File: config.mk
export PLATFORM = sky130hd
export DESIGN_NAME = swi_bank
export DESIGN_NICKNAME = d
export VERILOG_FILES = /design/src/rtl/swb_pkg.sv /design/src/rtl/swb_decode.sv /design/src/rtl/swb_slot.sv /design/src/rtl/swb_resp.sv /design/src/rtl/swi_bank.sv
export SDC_FILE = /design/constraint.sdc
export NUM_CORES = 1
export LEC_CHECK = 0
export BUFFER_PORTS_ARGS = -buffer_cell sky130_fd_sc_hd__buf_4
export CAP_MARGIN = 20
export CORE_MARGIN = 8
export CORE_UTILIZATION = 25
export CTS_CLUSTER_DIAMETER = 100
export DETAILED_ROUTE_END_ITERATION = 7
export PLACE_DENSITY = 0.68
export SYNTH_ARGS = -nofsm -noshare
export SYNTH_HDL_FRONTEND = slang
export SYNTH_SLANG_ARGS = --single-unit
File: constraint.sdc
create_clock -name clk -period 2.7 [get_ports clk]
set_clock_uncertainty 0.15 [all_clocks]
set_input_delay 0.135 -clock clk [delete_from_list [all_inputs] [get_ports clk]]
set_output_delay 0.135 -clock clk [all_outputs]
set_load 0.05 [all_outputs]
File: src/rtl/swb_pkg.sv
package swb_pkg;

    // Variant of the bank
    typedef enum logic {
        MODE_MACHINE = 1'b0,
        MODE_SUPER   = 1'b1
    } swi_mode_e;

    // Response state machine
    typedef enum logic {
        RSP_IDLE = 1'b0,
        RSP_BUSY = 1'b1
    } rsp_state_e;

    // Classification of one bus access
    typedef enum logic [1:0] {
        ACC_SLOT     = 2'd0,
        ACC_BADSHAPE = 2'd1,
        ACC_UNMAPPED = 2'd2
    } acc_kind_e;

    // Size code of a 4-byte access
    localparam logic [1:0] SIZE_WORD = 2'd2;

endpackage

File: src/rtl/swb_decode.sv
module swb_decode
    import swb_pkg::*;
#(
    parameter int N_HARTS = 4,
    parameter int ADDR_W  = 12,
    localparam int IDX_W  = (N_HARTS > 1) ? $clog2(N_HARTS) : 1
) (
    input  logic [ADDR_W-1:0] addr,
    input  logic [1:0]        size,
    output acc_kind_e         kind,
    output logic [IDX_W-1:0]  idx
);

    localparam int SLOT_W = ADDR_W - 2;

    logic [SLOT_W-1:0] slot;

    assign slot = addr[ADDR_W-1:2];
    assign idx  = addr[IDX_W+1:2];

    always_comb begin
        if (slot >= SLOT_W'(N_HARTS)) begin
            kind = ACC_UNMAPPED;
        end else if ((size != SIZE_WORD) || (addr[1:0] != 2'b00)) begin
            kind = ACC_BADSHAPE;
        end else begin
            kind = ACC_SLOT;
        end
    end

endmodule

File: src/rtl/swb_slot.sv
module swb_slot
    import swb_pkg::*;
#(
    parameter swi_mode_e MODE = MODE_MACHINE
) (
    input  logic clk,
    input  logic rst_n,
    input  logic wr_en,
    input  logic wr_bit,
    output logic line,
    output logic pend
);

    generate
        if (MODE == MODE_MACHINE) begin : g_level
            logic level_q;

            always_ff @(posedge clk) begin
                if (!rst_n) begin
                    level_q <= 1'b0;
                end else if (wr_en) begin
                    level_q <= wr_bit;
                end
            end

            assign line = level_q;
            assign pend = level_q;
        end else begin : g_pulse
            logic pulse_q;

            always_ff @(posedge clk) begin
                if (!rst_n) begin
                    pulse_q <= 1'b0;
                end else begin
                    pulse_q <= wr_en & wr_bit;
                end
            end

            assign line = pulse_q;
            assign pend = 1'b0;
        end
    endgenerate

endmodule

File: src/rtl/swb_resp.sv
module swb_resp
    import swb_pkg::*;
#(
    parameter int N_HARTS = 4,
    localparam int IDX_W  = (N_HARTS > 1) ? $clog2(N_HARTS) : 1
) (
    input  logic               clk,
    input  logic               rst_n,
    input  logic               req,
    input  logic               we,
    input  acc_kind_e          kind,
    input  logic [IDX_W-1:0]   idx,
    input  logic [N_HARTS-1:0] pend,
    output logic               ready,
    output logic [31:0]        rdata
);

    rsp_state_e state_q, state_d;
    logic       rd_bit_q;
    logic       sel_bit;

    // The index is in range whenever the access decodes as a slot
    always_comb begin
        sel_bit = 1'b0;
        for (int i = 0; i < N_HARTS; i++) begin
            if (idx == IDX_W'(i)) begin
                sel_bit = pend[i];
            end
        end
    end

    // Next-state logic
    always_comb begin
        state_d = state_q;
        unique case (state_q)
            RSP_IDLE: state_d = req ? RSP_BUSY : RSP_IDLE;
            RSP_BUSY: state_d = req ? RSP_BUSY : RSP_IDLE;
        endcase
    end

    // State register
    always_ff @(posedge clk) begin
        if (!rst_n) begin
            state_q <= RSP_IDLE;
        end else begin
            state_q <= state_d;
        end
    end

    // Read data register
    always_ff @(posedge clk) begin
        if (!rst_n) begin
            rd_bit_q <= 1'b0;
        end else begin
            rd_bit_q <= req && !we && (kind == ACC_SLOT) && sel_bit;
        end
    end

    // Outputs
    always_comb begin
        ready = 1'b0;
        rdata = '0;
        unique case (state_q)
            RSP_IDLE: begin
                ready = 1'b0;
                rdata = '0;
            end
            RSP_BUSY: begin
                ready = 1'b1;
                rdata = {31'd0, rd_bit_q};
            end
        endcase
    end

endmodule

File: src/rtl/swi_bank.sv
module swi_bank
    import swb_pkg::*;
#(
    parameter int        N_HARTS = 4,
    parameter int        ADDR_W  = 12,
    parameter swi_mode_e MODE    = MODE_MACHINE
) (
    input  logic               clk,
    input  logic               rst_n,
    input  logic               bus_req,
    input  logic               bus_we,
    input  logic [ADDR_W-1:0]  bus_addr,
    input  logic [1:0]         bus_size,
    input  logic [31:0]        bus_wdata,
    output logic               bus_ready,
    output logic [31:0]        bus_rdata,
    output logic [N_HARTS-1:0] irq_o
);

    localparam int IDX_W = (N_HARTS > 1) ? $clog2(N_HARTS) : 1;

    acc_kind_e          kind;
    logic [IDX_W-1:0]   idx;
    logic [N_HARTS-1:0] pend;
    logic               wr_ok;

    swb_decode #(.N_HARTS(N_HARTS), .ADDR_W(ADDR_W)) u_decode (
        .addr (bus_addr),
        .size (bus_size),
        .kind (kind),
        .idx  (idx)
    );

    assign wr_ok = bus_req && bus_we && (kind == ACC_SLOT);

    generate
        for (genvar i = 0; i < N_HARTS; i++) begin : g_slot
            swb_slot #(.MODE(MODE)) u_slot (
                .clk    (clk),
                .rst_n  (rst_n),
                .wr_en  (wr_ok && (idx == IDX_W'(i))),
                .wr_bit (bus_wdata[0]),
                .line   (irq_o[i]),
                .pend   (pend[i])
            );
        end
    endgenerate

    swb_resp #(.N_HARTS(N_HARTS)) u_resp (
        .clk   (clk),
        .rst_n (rst_n),
        .req   (bus_req),
        .we    (bus_we),
        .kind  (kind),
        .idx   (idx),
        .pend  (pend),
        .ready (bus_ready),
        .rdata (bus_rdata)
    );

endmodule

==> reports/metrics.csv, run 1 <==
stage,metric,value,unit
final_layout,area grow syn2layout,15.69,%
synth,syn_area_per_cell,9.116,um2
die,io pins,87,
global_route,largest net degree at the start of global routing,8,
synth,Synth cell types,17,
worst_hold_path,HP Class,input pin to register,
route,post-route DRC violation count,0,
final_layout,share of layout cells above drive strength 1,33.33,%
worst_setup_path,"Largest stage delay, worst path",530,ps
die,row cnt,18,
run_status,outcome,"complete, no violations",
die,die area,4425,um2
timing,RSZ-0062 raised after global routing,no,
final_layout,Fillers,271,
die,CORE AREA,2455,um2
timing,setup violators final,0,
worst_setup_path,CP max FO,6,
final_layout,antenna cells,0,
power_and_ir_drop,P_sw,146.8,uW
synth,post-synthesis cell area,638.1,um2
power_and_ir_drop,pwr dens,421.6,nW/um2
worst_setup_path,Worst path slowest cell,dlygate4sd3_1,
power_and_ir_drop,worst vdd ir,0.2620,mV
worst_setup_path,worst path required time,2680,ps
power_and_ir_drop,switch share,47.16,%
place,gpl congestion,0.7324,
clock_network,CTS HTree Levels,1,
timing,Fin Setup TNS,0,ps
final_layout,FF/Latch Area,120.1,um2
worst_setup_path,Setup crit end kind,register,
worst_setup_path,worst path arrival time,1380,ps
clock_network,post-CTS setup buffer count,0,
die,Starting Density,25.99,%
route,routed vias,458,
route,Pre-antenna DRT Iters,2,
run,Max Cap Violations,0,
clock_network,insertion delay to the later sink of the worst-skew pair,240,ps
timing,Max Freq,711.1,MHz
worst_setup_path,CP Launch Type,input pin,
global_route,All-Layer GR Usage,6.169,%
power_and_ir_drop,Flop pwr share,28.9,%
timing,period utilization,52.08,%
route,Final ANT Viol Nets,0,
synth,sequential area share after synthesis,18.82,%
global_route,first-pass GRT wire length,2.083,mm
global_route,initial antenna violation count,0,
power_and_ir_drop,P_int,164.5,uW
clock_network,CTS Buf Count,3,
clock_network,clock-pin slew on the worst setup and hold paths,50,ps
die,Die Width,66.52,um
global_route,vias in the first global route,488,
clock_network,CTS tree,done,
route,final WL,1.401,mm
clock_network,maximum clock path buffer count,2,
die,die height,66.52,um
clock_network,root buffer cell,clkbuf_4,
synth,Gate Count Post-Synth,70,
power_and_ir_drop,Clk pwr share,26.5,%
power_and_ir_drop,Static Leakage,0.3782,nW
clock_network,post-CTS sizing,0,
place,placed wire-length estimate,1.241,mm
final_layout,area of the multi-input gates,367.9,um2
route,vias per std cell,3.724,
route,wire per inst,11.39,um
worst_setup_path,CP Cell Sequence,dlygate4sd3_1 > buf_4 > nor4bb_1 > nand4_1 > mux2i_1,
global_route,global route overflow,0,
power_and_ir_drop,Design Power,311.2,uW
final_layout,fin nets,145,
synth,Seq cells post-synth,6,
synth,number of synthesis warnings,0,
power_and_ir_drop,combinational share of power,44.5,%
timing,final hold vios,0,
worst_setup_path,cell count of the worst reg-to-reg path,3,
route,Detailed Route Iter0 Violations,17,
timing,min Tclk post-route,1406,ps
clock_network,clock sinks,6,
timing,Max Slew Vio Count,0,
place,Port Buffers,24,
worst_hold_path,Hold Path Depth,2,
worst_setup_path,critical path class,input pin to register,
[layout make-up]
| class | count | share of cell area, % |
|---|---|---|
| multi-input cells | 59 | 49.83 |
| repair buffers | 25 | 25.76 |
| flip-flops and latches | 6 | 16.27 |
| well taps | 30 | 5.085 |
| clock buffers | 3 | 3.051 |
[per-stage QoR]
step	setup WS [ps]	util [%]	cell area, um2	cells	hold WS [ps]
final	1294	30.07	738.2	123	12.37
after global routing	1255	30.07	738.2	123	6.650
after CTS	1266	30.07	738.2	123	7.393
after detailed placement	1462	28.75	705.7	119	216.2
after global placement	1475	28.75	705.7	119	213.0
after floorplan	1308	-	750.7	100	74.19
[cell families (layout without fill, tap and decap cells)]
family,Yosys count,in the layout,share of synthesized area (%)
buffers and inverters,35,28,41.18
AND/OR/NAND/NOR,21,21,28.04
flip-flops,6,6,18.82
multiplexers,5,5,7.843
AO/OA/AOI/OAI,2,2,3.529
other,1,31,0.5877
[power by group through the flow]
stage               Clock (mW)  Combinational, mW  Sequential, mW
global route            0.0946              0.145          0.0898
CTS                     0.0855              0.137          0.0900
floorplan                    0              0.137          0.0944
detailed placement           0              0.135          0.0916
global placement             0              0.135          0.0916
finish                  0.0826              0.139          0.0900
[sequential cells by signal (all words and copies together), names as in the netlist]
name and flops:
g_slot.u_slot.line 4, u_resp.rd_bit_q 1, u_resp.state_q 1
[cell usage after synthesis, drive strengths merged]
library cell   n  area (um2)
nand2          5       18.77
and4b          2       20.02
buf           35       262.8
nor4           2       42.54
dfxtp          6       120.1
mux2i          5       50.05
nor4bb         1       10.01
nor4b          1       23.77
and4           1       8.760
and2           2       12.51
nor2b          1       6.260
a211oi         1       7.510
a2111oi        1       15.01
nand2b         1       6.260
nand4          4       25.02
nand3          1       5.000
conb           1       3.750
[worst max-delay path: cells and delay by family]
family	cells	cell delay, ps
mux	1	140
buf+inv	2	680
simple gates	2	420
[what timing repair did]
action | 4_1_cts | 5_1_grt
hold buffers | 1 | 0
endpoints found under the hold margin | 1 | 0
setup endpoints to repair | 0 | 0
[routing by layer]
layer	track usage [%]	wire length [um]	share of wire, %	up-vias
met4	0	0	0	0
met2	10.74	742	53	30
li1	-	-	-	222
met5	0	0	0	-
met3	5.872	229	16	0
met1	5.395	429	31	206
[final timing paths]
path | start | end | slack [ps]
worst max-delay path | bus_addr[3] | g_slot[0].u_slot.line | 1290
worst min-delay path | bus_req | u_resp.state_q | 10
worst max register to register | g_slot[0].u_slot.line | u_resp.rd_bit_q | 1660
worst min register to register | g_slot[1].u_slot.line | g_slot[1].u_slot.line | 330
[placed cells by master (no fill, tap or decap), drive strengths merged]
cell type and n:
conb 31, buf 24, dfxtp 6, nand2 5, mux2i 5, nand4 4
clkbuf 3, and2 2, nor4 2, and4b 2, nor4b 1, and4 1
nand2b 1, nor2b 1, a211oi 1, nand3 1, a2111oi 1, nor4bb 1
dlygate4sd3 1
Power figures use the tool's default switching activity.
==> run 2, diff against run 1 <==
- PLACE_DENSITY: 0.68 -> 0.71
- clock period: 2.7 -> 1.2 ns (I/O delays scaled with it)
==> reports/metrics.csv, run 2 (synthesis gave the netlist of run 1 again) <==
stage,metric,value,unit
power_and_ir_drop,Clk pwr share,26.1,%
die,die height,66.52,um
worst_hold_path,HP Start,bus_addr[9],
run,Max Cap Violations,0,
clock_network,clock-pin slew on the worst setup and hold paths,50,ps
worst_setup_path,Crit path depth,2,
clock_network,clock sinks,6,
worst_setup_path,"Largest stage delay, worst path",310,ps
worst_setup_path,Worst Path Buf+Inv,1,
die,die area,4425,um2
timing,period utilization,92.97,%
worst_setup_path,CP Cell Sequence,and2_2 > buf_4,
clock_network,post-CTS sizing,0,
place,gpl congestion,0.7115,
place,Port Buffers,24,
power_and_ir_drop,P_int,374.5,uW
final_layout,area grow syn2layout,19.22,%
route,wire per inst,11.79,um
route,vias per std cell,3.848,
worst_setup_path,Setup crit end kind,output port,
place,placed wire-length estimate,1.317,mm
power_and_ir_drop,P_sw,330.1,uW
die,Starting Density,25.99,%
worst_hold_path,HP Class,input pin to register,
final_layout,"most common cell after layout, fill and taps aside",conb_1,
clock_network,CTS Hold Bufs,3,
route,post-route DRC violation count,0,
die,CORE AREA,2455,um2
clock_network,CTS tree,done,
timing,hold slack,-39.22,ps
clock_network,insertion delay to the later sink of the worst-skew pair,240,ps
clock_network,CTS HTree Levels,1,
worst_setup_path,Top delay family on crit path,flip-flops,
place,DP Area,708.2,um2
power_and_ir_drop,combinational share of power,45.1,%
timing,Fin Setup TNS,0,ps
die,Die Width,66.52,um
worst_setup_path,CP Launch Type,register,
run_status,violated checks,negative hold slack,
power_and_ir_drop,Flop pwr share,28.8,%
worst_setup_path,worst path required time,990,ps
final_layout,fin nets,147,
timing,Max Freq,896.4,MHz
timing,setup violators final,0,
route,Final ANT Viol Nets,0,
timing,Max Slew Vio Count,0,
power_and_ir_drop,Static Leakage,0.3890,nW
clock_network,maximum clock path buffer count,2,
route,Detailed Route Iter0 Violations,8,
global_route,All-Layer GR Usage,6.443,%
timing,setup ws final,84.40,ps
worst_setup_path,CP endpoint,bus_rdata[0],
worst_setup_path,Crit. Startpoint,u_resp.state_q,
global_route,largest net degree at the start of global routing,8,
global_route,initial antenna violation count,0,
worst_setup_path,RR Startpoint,g_slot[0].u_slot.line,
worst_setup_path,r2r endpoint,u_resp.rd_bit_q,
final_layout,"Design Area, Final",760.7,um2
timing,final hold vios,1,
worst_setup_path,r2r setup slk,150,ps
clock_network,post-CTS setup buffer count,0,
final_layout,Largest register FFs,4,
final_layout,most frequent cells in the layout,"31 x conb_1, 24 x buf_4, 5 x nand2_1, 5 x mux2i_1, 5 x dfxtp_1",
power_and_ir_drop,switch share,46.85,%
global_route,first-pass GRT wire length,2.187,mm
clock_network,root buffer cell,clkbuf_4,
worst_setup_path,worst path arrival time,910,ps
route,routed vias,481,
die,row cnt,18,
worst_setup_path,Worst path slowest cell,dfxtp_2,
global_route,vias in the first global route,507,
run_status,outcome,finished with violations,
route,Pre-antenna DRT Iters,4,
worst_setup_path,CP max FO,2,
power_and_ir_drop,worst vdd ir,0.5714,mV
die,io pins,87,
worst_setup_path,critical path class,register to output port,
timing,min Tclk post-route,1116,ps
power_and_ir_drop,pwr dens,926.2,nW/um2
worst_setup_path,cell count of the worst reg-to-reg path,3,
route,final WL,1.474,mm
final_layout,share of layout cells above drive strength 1,34.74,%
place,"worst slack, placed",17.61,ps
final_layout,antenna cells,0,
timing,RSZ-0062 raised after global routing,no,
clock_network,CTS Buf Count,3,
global_route,global route overflow,0,
==> run 2: cell types whose count changed in the layout (fill, tap and decap cells not counted), sizes merged <==
cell	delta
dlygate4sd3	+2
==> run 2: worst min-delay path by stage <==
stage | to | slack (ps) | cells after the start
floorplan | u_resp.rd_bit_q | -0.8 | 1
global placement | u_resp.rd_bit_q | 140 | 2
detailed placement | u_resp.rd_bit_q | 140 | 2
CTS | u_resp.rd_bit_q | -40 | 4
global route | u_resp.rd_bit_q | -40 | 4
finish | u_resp.rd_bit_q | -40 | 4
==> run 2: final cells by class <==
cell class	instances	area, um2
Sequential cell	6	121.4
Multi-Input combinational cell	59	369.1
Tap cell	30	37.54
Fill cell	266	1694
Clock buffer	3	22.52
Timing Repair Buffer	27	210.2
==> run 2: metrics by stage <==
step | instances | util, % | power [mW]
2_1_floorplan | 100 | - | 0.5217
3_3_place_gp | 119 | 28.85 | 0.5094
3_5_place_dp | 119 | 28.85 | 0.5124
4_1_cts | 125 | 30.99 | 0.7084
5_1_grt | 125 | 30.99 | 0.7446
6_report | 125 | 30.99 | 0.7046
==> run 2: worst register-to-register path: cells and delay by family, from the launching register on <==
family,cells,cell delay (ps)
AO/OA/AOI/OAI,2,330
flip-flops,1,310
AND/OR/NAND/NOR,1,120
==> run 2: per-layer routing <==
layer | GRT usage, % | wire length [um]
met2 | 12.42 | 817
met1 | 5.491 | 471
met5 | 0 | 0
met3 | 4.195 | 168
met4 | 0.8000 | 16
==> run 2: power by group through the flow <==
stage	Clock [mW]	Sequential, mW	Combinational (mW)
floorplan	0	0.213	0.309
detailed placement	0	0.206	0.306
CTS	0.192	0.203	0.314
global route	0.210	0.203	0.332
finish	0.184	0.203	0.318
global placement	0	0.206	0.303
